### src/rtl/ps2_rx_pkg.sv
package ps2_rx_pkg;

  // Frame assembly phases
  typedef enum logic [1:0] {
    RX_IDLE = 2'd0,
    RX_DATA = 2'd1,
    RX_PAR  = 2'd2,
    RX_STOP = 2'd3
  } rx_phase_e;

  localparam int unsigned SYNC_STAGES = 2;
  localparam int unsigned RST_STAGES  = 2;

endpackage

### src/rtl/ps2_rx_rstsync.sv
module ps2_rx_rstsync #(
  parameter int unsigned STAGES = 2
) (
  input  logic clk_i,
  input  logic arst_ni,
  output logic srst_no
);

  logic [STAGES-1:0] chain_q;

  // Assert asynchronously, release after STAGES rising edges
  always_ff @(posedge clk_i or negedge arst_ni) begin
    if (!arst_ni) begin
      chain_q <= '0;
    end else begin
      chain_q <= {chain_q[STAGES-2:0], 1'b1};
    end
  end

  assign srst_no = chain_q[STAGES-1];

endmodule

### src/rtl/ps2_rx_sync.sv
module ps2_rx_sync #(
  parameter int unsigned     WIDTH   = 2,
  parameter int unsigned     STAGES  = 2,
  parameter logic [WIDTH-1:0] RST_VAL = '1
) (
  input  logic             clk_i,
  input  logic             rst_ni,
  input  logic [WIDTH-1:0] d_i,
  output logic [WIDTH-1:0] q_o
);

  logic [STAGES-1:0][WIDTH-1:0] stage_q;

  always_ff @(posedge clk_i or negedge rst_ni) begin
    if (!rst_ni) begin
      stage_q <= {STAGES{RST_VAL}};
    end else begin
      stage_q[0] <= d_i;
      for (int s = 1; s < STAGES; s++) begin
        stage_q[s] <= stage_q[s-1];
      end
    end
  end

  assign q_o = stage_q[STAGES-1];

endmodule

### src/rtl/ps2_rx_edge.sv
module ps2_rx_edge (
  input  logic clk_i,
  input  logic rst_ni,
  input  logic lvl_i,
  output logic fall_o
);

  logic prev_q;

  // Idle level is high, so reset to 1 to avoid a false edge
  always_ff @(posedge clk_i or negedge rst_ni) begin
    if (!rst_ni) begin
      prev_q <= 1'b1;
    end else begin
      prev_q <= lvl_i;
    end
  end

  assign fall_o = prev_q & ~lvl_i;

endmodule

### src/rtl/ps2_rx_frame.sv
module ps2_rx_frame
  import ps2_rx_pkg::*;
#(
  parameter int unsigned DATA_W      = 8,
  parameter bit          WDOG_EN     = 1'b1,
  parameter int unsigned WDOG_CYCLES = 1024
) (
  input  logic              clk_i,
  input  logic              rst_ni,
  input  logic              fall_i,
  input  logic              dat_i,
  output logic              vld_o,
  output logic [DATA_W-1:0] byte_o,
  output logic              busy_o
);

  localparam int unsigned          BCW      = (DATA_W > 1) ? $clog2(DATA_W) : 1;
  localparam logic [BCW-1:0]       LAST_BIT = BCW'(DATA_W - 1);

  rx_phase_e          phase_q, phase_d;
  logic [DATA_W-1:0]  shift_q, shift_d;
  logic [BCW-1:0]     bitcnt_q, bitcnt_d;
  logic               par_q, par_d;
  logic [DATA_W-1:0]  out_q, out_d;
  logic               vld_q, vld_d;
  logic               timeout;
  logic               step_en;
  logic               out_en;

  assign busy_o = (phase_q != RX_IDLE);

  // Optional stall watchdog
  if (WDOG_EN) begin : g_wdog
    localparam int unsigned      WDW     = $clog2(WDOG_CYCLES + 1);
    localparam logic [WDW-1:0]   WD_LAST = WDW'(WDOG_CYCLES - 1);
    logic [WDW-1:0] wd_q, wd_d;

    always_comb begin
      if (fall_i || !busy_o) begin
        wd_d = '0;
      end else if (wd_q != WD_LAST) begin
        wd_d = wd_q + 1'b1;
      end else begin
        wd_d = wd_q;
      end
    end

    always_ff @(posedge clk_i or negedge rst_ni) begin
      if (!rst_ni) begin
        wd_q <= '0;
      end else begin
        wd_q <= wd_d;
      end
    end

    // An edge in the expiry cycle takes priority
    assign timeout = busy_o && !fall_i && (wd_q == WD_LAST);
  end else begin : g_no_wdog
    assign timeout = 1'b0;
  end

  // Next-state logic
  always_comb begin
    phase_d  = phase_q;
    shift_d  = shift_q;
    bitcnt_d = bitcnt_q;
    par_d    = par_q;
    out_d    = out_q;
    vld_d    = 1'b0;
    if (timeout) begin
      phase_d = RX_IDLE;
    end else if (fall_i) begin
      unique case (phase_q)
        RX_IDLE: begin
          if (!dat_i) begin
            phase_d  = RX_DATA;
            bitcnt_d = '0;
            shift_d  = '0;
          end
        end
        RX_DATA: begin
          shift_d  = {dat_i, shift_q[DATA_W-1:1]};
          bitcnt_d = bitcnt_q + 1'b1;
          if (bitcnt_q == LAST_BIT) begin
            phase_d = RX_PAR;
          end
        end
        RX_PAR: begin
          par_d   = dat_i;
          phase_d = RX_STOP;
        end
        RX_STOP: begin
          phase_d = RX_IDLE;
          if (dat_i && (^{shift_q, par_q})) begin
            vld_d = 1'b1;
            out_d = shift_q;
          end
        end
        default: phase_d = RX_IDLE;
      endcase
    end
  end

  assign step_en = fall_i | timeout;
  assign out_en  = vld_d;

  // Registers
  always_ff @(posedge clk_i or negedge rst_ni) begin
    if (!rst_ni) begin
      phase_q  <= RX_IDLE;
      shift_q  <= '0;
      bitcnt_q <= '0;
      par_q    <= 1'b0;
    end else if (step_en) begin
      phase_q  <= phase_d;
      shift_q  <= shift_d;
      bitcnt_q <= bitcnt_d;
      par_q    <= par_d;
    end
  end

  always_ff @(posedge clk_i or negedge rst_ni) begin
    if (!rst_ni) begin
      out_q <= '0;
    end else if (out_en) begin
      out_q <= out_d;
    end
  end

  always_ff @(posedge clk_i or negedge rst_ni) begin
    if (!rst_ni) begin
      vld_q <= 1'b0;
    end else begin
      vld_q <= vld_d;
    end
  end

  assign vld_o  = vld_q;
  assign byte_o = out_q;

endmodule

### src/rtl/ps2_dev_rx.sv
module ps2_dev_rx
  import ps2_rx_pkg::*;
#(
  parameter int unsigned DATA_W      = 8,
  parameter bit          WDOG_EN     = 1'b1,
  parameter int unsigned WDOG_CYCLES = 1024
) (
  input  logic              clk_i,
  input  logic              rst_ni,
  input  logic              dev_clk_i,
  input  logic              dev_dat_i,
  output logic              byte_vld_o,
  output logic [DATA_W-1:0] byte_o
);

  logic       rst_int_n;
  logic [1:0] line_s;
  logic       dev_fall;
  logic       frame_busy;

  ps2_rx_rstsync #(
    .STAGES (RST_STAGES)
  ) u_rst (
    .clk_i   (clk_i),
    .arst_ni (rst_ni),
    .srst_no (rst_int_n)
  );

  // bit 1: device clock, bit 0: device data
  ps2_rx_sync #(
    .WIDTH   (2),
    .STAGES  (SYNC_STAGES),
    .RST_VAL (2'b11)
  ) u_sync (
    .clk_i  (clk_i),
    .rst_ni (rst_int_n),
    .d_i    ({dev_clk_i, dev_dat_i}),
    .q_o    (line_s)
  );

  ps2_rx_edge u_edge (
    .clk_i  (clk_i),
    .rst_ni (rst_int_n),
    .lvl_i  (line_s[1]),
    .fall_o (dev_fall)
  );

  ps2_rx_frame #(
    .DATA_W      (DATA_W),
    .WDOG_EN     (WDOG_EN),
    .WDOG_CYCLES (WDOG_CYCLES)
  ) u_frame (
    .clk_i  (clk_i),
    .rst_ni (rst_int_n),
    .fall_i (dev_fall),
    .dat_i  (line_s[0]),
    .vld_o  (byte_vld_o),
    .byte_o (byte_o),
    .busy_o (frame_busy)
  );

endmodule

### config.mk
export PLATFORM = sky130hd
export DESIGN_NAME = ps2_dev_rx
export DESIGN_NICKNAME = d
export VERILOG_FILES = /design/src/rtl/ps2_rx_pkg.sv /design/src/rtl/ps2_rx_rstsync.sv /design/src/rtl/ps2_rx_sync.sv /design/src/rtl/ps2_rx_edge.sv /design/src/rtl/ps2_rx_frame.sv /design/src/rtl/ps2_dev_rx.sv
export SDC_FILE = /design/constraint.sdc
export NUM_CORES = 1
export LEC_CHECK = 0
export BUFFER_PORTS_ARGS = -buffer_cell sky130_fd_sc_hd__buf_2
export CORE_MARGIN = 2
export CORE_UTILIZATION = 53
export CTS_BUF_LIST = sky130_fd_sc_hd__clkbuf_16
export CTS_CLUSTER_SIZE = 28
export DETAILED_ROUTE_END_ITERATION = 10
export PLACE_DENSITY = 0.74
export SLEW_MARGIN = 20
export SYNTH_ARGS = -nofsm -noshare
export SYNTH_HDL_FRONTEND = slang
export SYNTH_SLANG_ARGS = --single-unit
export TNS_END_PERCENT = 50
### constraint.sdc
create_clock -name clk_i -period 1.3 [get_ports clk_i]
set_clock_uncertainty 0.05 [all_clocks]
set_input_delay 0 -clock clk_i [delete_from_list [all_inputs] [get_ports clk_i]]
set_output_delay 0 -clock clk_i [all_outputs]
set_load 0.03 [all_outputs]
==> results of run 1 <==
-- where the power goes --
part / internal [W] / total, W / switching [W]
Combinational: 0.00116 / 0.00230 / 0.00115
Clock: 0.000902 / 0.00141 / 0.000507
Sequential: 0.00150 / 0.00168 / 0.000180
Total: 0.00356 / 0.00539 / 0.00184
-- repair_timing --
item	CTS	global route
hold endpoints to repair	4	0
pin swaps	14	9
setup endpoints to repair	34	34
gates resized for setup	49	17
cloned	1	0
hold buffers	4	0
setup buffers	4	5
-- flip-flops by register name, indices dropped and copies added (netlist names) --
name                 flops
u_frame.shift_q          8
u_sync.stage_q           2
u_sync.q_o               2
u_frame.g_wdog.wd_q     11
u_rst.chain_q            2
u_frame.vld_o            1
u_frame.phase_q          2
u_frame.bitcnt_q         3
u_frame.par_q            1
u_frame.byte_o           8
u_edge.prev_q            1
-- logic make-up after synthesis --
| kind of cell | count (synthesis) | share of synthesized area [%] |
|---|---|---|
| compound gates | 27 | 8.97 |
| xor+xnor | 10 | 6.16 |
| fa+ha+maj | 7 | 4.69 |
| buf+inv | 17 | 3.41 |
| flops | 41 | 55.2 |
| mux | 14 | 8.84 |
| other cells | 1 | 0.201 |
| simple gates | 46 | 12.5 |
-- layout by cell type, fill, tap and decap left out, types with 2 or more instances in the layout --
master,count
sky130_fd_sc_hd__buf_4,44
sky130_fd_sc_hd__dfrtp_1,36
sky130_fd_sc_hd__inv_1,12
sky130_fd_sc_hd__buf_2,12
sky130_fd_sc_hd__mux2_4,10
sky130_fd_sc_hd__nor2_1,9
sky130_fd_sc_hd__buf_6,9
sky130_fd_sc_hd__nand3_2,8
sky130_fd_sc_hd__o21ai_1,6
sky130_fd_sc_hd__nand2_1,5
sky130_fd_sc_hd__xor2_1,5
sky130_fd_sc_hd__clkbuf_16,5
sky130_fd_sc_hd__dfstp_2,5
sky130_fd_sc_hd__o21ai_2,4
sky130_fd_sc_hd__dlygate4sd3_1,4
sky130_fd_sc_hd__xnor2_1,3
sky130_fd_sc_hd__nor2_4,3
sky130_fd_sc_hd__mux2i_1,3
sky130_fd_sc_hd__o21ai_0,3
sky130_fd_sc_hd__a31oi_1,3
sky130_fd_sc_hd__ha_4,3
sky130_fd_sc_hd__ha_1,3
sky130_fd_sc_hd__nand2b_4,2
sky130_fd_sc_hd__xnor3_1,2
sky130_fd_sc_hd__nor2b_1,2
sky130_fd_sc_hd__nand3_4,2
sky130_fd_sc_hd__nand4_1,2
sky130_fd_sc_hd__nor3_2,2
sky130_fd_sc_hd__a21oi_1,2
sky130_fd_sc_hd__and3_1,2
sky130_fd_sc_hd__buf_8,2
-- layout make-up --
class	instances	area share, %
timing repair buffer	71	19.3
multi-input combinational	105	35.5
clock buffer	5	4.30
sequential	41	35.5
tap	46	1.98
clock inverter	3	1.46
inverter	14	2.06
-- worst paths after layout --
check / start / to / slack (ps) / cells after the start
min in group clk_i: u_sync.stage_q[0]$_DFF_PN1_ / u_sync.q_o[0]$_DFF_PN1_ / 310 / 0
max in group asynchronous: rst_ni / u_rst.chain_q[1]$_DFF_PN0_ / 580 / 3
min: u_rst.chain_q[1]$_DFF_PN0_ / u_frame.shift_q[6]$_DFFE_PN0P_ / 190 / 1
max: u_frame.par_q$_DFFE_PN0P_ / u_frame.byte_o[7]$_DFFE_PN0P_ / -660 / 5
max reg2reg: u_frame.par_q$_DFFE_PN0P_ / u_frame.byte_o[7]$_DFFE_PN0P_ / -660 / 5
min reg2reg: u_rst.chain_q[1]$_DFF_PN0_ / u_frame.shift_q[6]$_DFFE_PN0P_ / 190 / 1
-- per-layer routing --
| metal | vias up | track usage, % | part of all wire [%] |
|---|---|---|---|
| li1 | 717 | - | - |
| met1 | 822 | 34.5 | 40 |
| met2 | 66 | 50.0 | 53 |
| met3 | 15 | 4.82 | 4.7 |
| met4 | 0 | 9.24 | 2.3 |
| met5 | - | 0 | 0 |
-- through the flow --
stage / util (%) / hold WS (ps) / setup WS, ps
floorplan: - / -346 / -529
global placement: 70.2 / -265 / -571
detailed placement: 70.2 / -262 / -667
CTS: 83.3 / 186 / -567
global route: 86.6 / 233 / -696
finish: 86.6 / 185 / -662
==> results.md, run 1 <==
- In this design, the stage delay of the slowest critical-path cell is ~480 ps.
- The number of synthesized flops with an enable pin is 0.
- Clock tree synthesis found a total of 41 sinks.
- The critical path startpoint category is a register.
- The boundary pin count is 13.
- Setup violations remaining at the end of the flow were counted as 34.
- The design draws about 0.0054 W.
- The later-pin clock latency in the skew report is 280 ps.
- The layout filler cell count is roughly 170.
- The final worst-path cycle share is 151%.
- For this run, the leading register cell type out of synthesis is sky130_fd_sc_hd__dfrtp_1.
- In this run the worst path has a maximum fanout of 5.
- The number of placed instances, taps included, is roughly 260.
- Walking the worst path, the cells encountered are xnor2_1 > xnor3_1 > mux2i_4 > buf_6 > mux2_4.
- In this run the cell area measured after placement is about 2400 sq um.
- The area overhead of the layout relative to synthesis is 55.8%.
- Yosys mapped the design onto 37 distinct sky130hd cell types.
- The synthesized design devotes to its leading area cell type approximately half of total area.
- The detailed placer's ending HPWL is 2.90 mm.
- In the final layout, the share of cells above drive strength 1 is a little over half.
- The total nets after synthesis is 174.
- The leading cell type by number of instances after synthesis is sky130_fd_sc_hd__dfrtp_1.
- The number of H-tree branching levels is 2.
- The final-report max-slew violation count came to 0.
- For the final routed database, the setup TNS stands at -11830 ps.
- The full die area is 4020 sq um.
- The total power density per cell area is roughly 1900 nW/um^2.
- Measured along the y axis, the die boundary spans 63.4 microns.
- The count of buffers added on input and output ports is 12.
- In this run the static leakage power is 1.36 nW.
- The checks that failed: negative setup slack.
- Across the VDD grid, the largest voltage drop is 1.37 mV.
- The detailed-router iteration count before antenna repair is 5.
- Summed over all layers, the routed wires come to between 5 and 6 mm.
- The total global routing overflow is 0.
- Leaving out filler cells and counting taps, the final layout contains 285.
- The initial antenna violation count is 0.
- Using the TritonRoute via totals, the vias-per-cell ratio works out to approximately 5.7.
- The register area is around 1000 sq um.
- The critical path is of the reg -> reg type.
- The maximum number of pins on one net before global-route repair is 23.
- The number of buffer and inverter stages on the critical path is 1.
- The cell at the slowest stage of the critical path is sky130_fd_sc_hd__xnor3_1.
- STA classifies the critical path endpoint as a register.
- The via count of the routed design is roughly 1600.
- The synthesis warning total is 0.
- The family of cells with the greatest summed delay on the critical path is XOR/XNOR gates.
- After routing the design area is approximately 2900 sq um.
- The top cell type by total area after synthesis is sky130_fd_sc_hd__dfrtp_1.
- Setup repair after global routing could not meet its margin everywhere.
- The diode insertion count for antenna repair is 0.
- The overall track demand over capacity in global routing is 28.1%.
- The detailed router finished its first iteration with between 100 and 150 violations.
- Counting the buffers created by CTS gives 5.
- After synthesis the cells add up to 1870 sq um.
- The run finished, with violations left.
- The final critical delay including setup and external delays is slightly below 2000 ps.
- For this run, the post-layout net count is between 200 and 250.
- By count the netlist is led by 36 x sky130_fd_sc_hd__dfrtp_1, 14 x sky130_fd_sc_hd__inv_1, 13 x sky130_fd_sc_hd__o21ai_0.
- Counting flops with an async set or reset pin after synthesis yields a share of 100%.
- The synthesized flop and latch total is 41.
- Measured along the x axis, the die boundary spans 63.4 microns.
- The wire length of the first global-routing pass is between 8 and 9 mm.
- The post-synthesis average cell area is between 10 and 15 sq um.
- In this run the remaining antenna-violating nets after routing total 0.
- The cell count after synthesis is 163.
- The CTS root buffer is sky130_fd_sc_hd__clkbuf_16.
- The final number of hold-violating endpoints was 0.
- The clock transition at the registers of the reported paths is 60 ps.
- The initialized floorplan defines 21 standard-cell rows.
- After detailed routing, the number of remaining DRC violations is 0.
- The sequential element share of the synthesized area is between 50% and 60%.
- The longest clock path from root to sink contains 2 buffers.
- The via count of the first global-routing pass came to roughly 1800.
- The TritonCTS clock tree is yes.
- In the final routed layout, each cell accounts on average for roughly 20 microns.
- The initial utilization of the core area, before any placement, comes to between 50% and 60%.
- The congestion estimate from routability-driven global placement came to 0.787.
- The worst setup slack after layout is -662 ps.
- The total area inside the core boundary comes to between 3000 and 4000 sq um.
- The multi-input logic area is 1030 sq um.
- At the worst endpoint, the arrival time is between 2000 and 2500 ps.
- The path class of the tightest hold or removal check is reg -> async.
- In the post-synthesis netlist, the biggest area contributors are sky130_fd_sc_hd__dfrtp_1 48%, sky130_fd_sc_hd__dfstp_2 7.0%, sky130_fd_sc_hd__mux2_2 6.0%.
- For the worst setup path, the data required time is about 1400 ps.
- Static timing analysis puts the maximum clock frequency at approximately 0.51 GHz.
- The max-capacitance violation count is 0.
Power figures use the tool's default switching activity.
==> inputs of run 2 (changes only) <==
--- a/config.mk
+++ b/config.mk
@@ -12,8 +12,10 @@
 export CTS_CLUSTER_SIZE = 28
 export DETAILED_ROUTE_END_ITERATION = 10
 export PLACE_DENSITY = 0.74
+export SETUP_SLACK_MARGIN = 0.02
 export SLEW_MARGIN = 20
 export SYNTH_ARGS = -nofsm -noshare
 export SYNTH_HDL_FRONTEND = slang
+export SYNTH_HIERARCHICAL = 1
 export SYNTH_SLANG_ARGS = --single-unit
 export TNS_END_PERCENT = 50
==> run 2 against run 1 <==
  * The flow still finishes with violations (negative setup slack)
  * Worst hold slack gained 71 ps
  * Synthesized area fell by 0.67%
  * Non-clock buffer count shrank 2
  * Cell count fell by 0.35%
  * Register-to-register slack improved by 50 ps
  * First-iteration DRC count down 16%
  * Critical path depth unchanged
  * Count of clock-buffer cells in the layout is the same
  * Critical endpoint is now u_frame/byte_o[5]$_DFFE_PN0P_
  * Highest routed layer unchanged
==> results.md, run 2 <==
- The diode insertion count for antenna repair came to 0 (unchanged).
- The largest vdd supply drop is 1.25 mV (-8.2%).
- The later-pin clock latency in the skew report is 280 ps (about the same).
- The maximum number of pins on one net before global-route repair is 40 (+74%).
- The full die area is 3990 sq um (-0.63%).
- The final layout net count is 248 (-0.40%).
- Traced cell by cell, the critical path runs through xnor2_2 > xnor3_2 > mux2i_4 > buf_12 > mux2_4.
- The maximum fanout along the worst path is 9 (+4).
- The clock transition at the registers of the reported paths is 60 ps (about the same).
- The static leakage is 1.35 nW (-1.0%).
- The worst setup slack after layout was -612 ps (+49.5 ps).
- The standard cell core area came to 3360 sq um (unchanged).
- The x dimension of the die is 63.2 microns (-0.32%).
- The final number of hold-violating endpoints is 0 (unchanged).
- The highest cell delay on the worst timing path came to 480 ps (about the same).
- The chip height is 63.2 microns (-0.32%).
- The area overhead of the layout relative to synthesis is 50.4%.
- The critical path startpoint category is a register.
- The total routed wirelength was 5.50 mm (-2.3%).
- The remaining number of nets flagged by the antenna check after routing is 0 (unchanged).
- The worst hold-check slack was 256 ps (+70.7 ps).
- The flip-flop count of the largest register, all copies and words added was 11 (unchanged).
- The synthesis warning total came to 6 (+6).
- The maximum clock frequency was 0.523 GHz (+2.6%).
- The register ranked first by flip-flop count is u_frame/g_wdog.wd_q.
- The via density per instance came to 5.68 (about the same).
- The total power density per cell area is 1580 nW/um^2 (-15%).
- The final critical delay including setup and external delays is 1910 ps (-49.5 ps).
- The run finished, with violations left.
- The detailed placer's ending HPWL is 2.83 mm (-2.2%).
- The cell count after synthesis is 168 (+3.1%).
- The detailed-router iteration count before antenna repair is 4 (-1).
- The required arrival time at the worst endpoint was 1420 ps (about the same).
- The layout filler cell count is 167 (+1.2%).
- The total nets after synthesis is 179 (+2.9%).
- The total placed instance area is 2300 sq um (-2.5%).
- The summed area of non-filler cells in the final layout is 2790 sq um (-4.1%).
- Among all stages on the critical path, the largest delay is contributed by sky130_fd_sc_hd__xnor3_2.
- The total clock buffers created by CTS came to 5 (unchanged).
- The wire length of the first global-routing pass is 8.05 mm (-6.7%).
- TritonCTS built the clock tree.
- The via count of the routed design is 1613 (-0.43%).
- The fraction of layout cells with a size suffix above 1 is 48.3% (-4.4 points).
- The final reports fail on negative setup slack.
- The number of core rows came to 21 (unchanged).
- The violation count after the first detailed-route iteration is 113 (-16%).
- The CTS root buffer is sky130_fd_sc_hd__clkbuf_16.
- The number of buffers inserted by port buffering was 12 (unchanged).
- The effective utilization at floorplan came to 55.2% (-0.37 points).
- The post-synthesis instance area is 1860 sq um (-0.67%).
- The overall track demand over capacity in global routing is 26.5% (-1.6 points).
- By startpoint and endpoint, the worst setup path is classified as reg -> reg.
- In the layout the commonest cells are 39 x sky130_fd_sc_hd__buf_4, 36 x sky130_fd_sc_hd__dfrtp_1, 29 x sky130_fd_sc_hd__nand2_1.
- The post-synthesis average cell area is 11.1 sq um (-3.6%).
- Setup repair after global routing could not meet its margin everywhere.
- The last weighted congestion value of the routability-driven placer is 0.792 (+0.61%).
- The boundary pin count is 13 (unchanged).
- The kind of end point of the critical path is a register.
- The residual DRC count came to 0 (unchanged).
- The clock tree buffer depth came to 2 (unchanged).
- The via count of the first global-routing pass is 1703 (-3.6%).
- The initial antenna violation count is 0 (unchanged).
- The final worst-path cycle share is 147% (-3.8 points).
- The total power consumption of the routed design is 0.00441 W (-18%).
- The max-capacitance violation count is 0 (unchanged).
- The most common cell after layout, fill and taps aside is sky130_fd_sc_hd__buf_4.
- The number of H-tree branching levels was 2 (unchanged).
- The final design utilization is 83.0% (-3.5 points).
- The total global routing overflow was 0 (unchanged).
- The arrival time reported for the critical path endpoint is 2030 ps (-40 ps).
- The detail-routed net length per standard cell came to 19.4 microns (-2.0%).
- The final-report max-slew violation count is 0 (unchanged).
- The number of setup violations in the final report is 34 (unchanged).
- The clock sink total is 41 (unchanged).
- The worst min-delay path category is reg -> async.
## run 2: final timing paths
kind	start	slack (ps)	endpoint	cells past startpoint
max	u_frame/par_q$_DFFE_PN0P_	-610	u_frame/byte_o[5]$_DFFE_PN0P_	5
min	u_rst/chain_q[1]$_DFF_PN0_	260	u_frame/phase_q[1]$_DFFE_PN0P_	1
max reg2reg	u_frame/par_q$_DFFE_PN0P_	-610	u_frame/byte_o[5]$_DFFE_PN0P_	5
min reg2reg	u_rst/chain_q[1]$_DFF_PN0_	260	u_frame/phase_q[1]$_DFFE_PN0P_	1
max in group asynchronous	rst_ni	500	u_rst/chain_q[0]$_DFF_PN0_	3
min in group clk_i	u_sync/stage_q[0]$_DFF_PN1_	300	u_sync/q_o[0]$_DFF_PN1_	0
## run 2: timing repair
action	4_1_cts	5_1_grt
gates resized for setup	23	28
endpoints found under the hold margin	4	0
setup endpoints to repair	34	34
pin swaps	10	8
hold buffers	4	0
buffers inserted	10	3
## run 2: power by group
| part | switching, W | total (W) | leakage [nW] | internal [W] |
|---|---|---|---|---|
| clock | 0.000503 | 0.00121 | 0.0696 | 0.000703 |
| sequential | 0.000138 | 0.00158 | 0.540 | 0.00144 |
| combinational | 0.000784 | 0.00162 | 0.737 | 0.000840 |
## run 2: final cells by class
class                      instances  area, sq um  share of cell area [%]
clock inverter                     3         17.5                   0.627
inverter                           4         17.5                   0.627
timing repair buffer              69          572                    20.5
multi-input combinational        116          971                    34.8
tap                               46         57.6                    2.06
clock buffer                       5          125                    4.48
sequential                        41         1030                    37.0
## run 2: critical path, delay by kind of cell (launching register included)
family    cells  cell delay [ps]
xor+xnor      2              660
buf+inv       1              160
mux           2              510
flops         1              410
## run 2: per-layer routing
layer  GRT usage, %  part of all wire [%]  up-vias
met5              0                     0        -
met4           10.9                   3.9        0
met3           7.14                   5.3       20
met2           46.5                    51       78
met1           30.7                    39      806
li1               -                     -      709
## run 2: metrics by stage
step,cells,worst slack [ps],TNS (ps)
3_3_place_gp,259,-578,-8780
3_5_place_dp,259,-649,-10640
5_1_grt,284,-665,-14070
4_1_cts,281,-613,-10660
2_1_floorplan,168,-527,-8360
6_report,284,-612,-12460
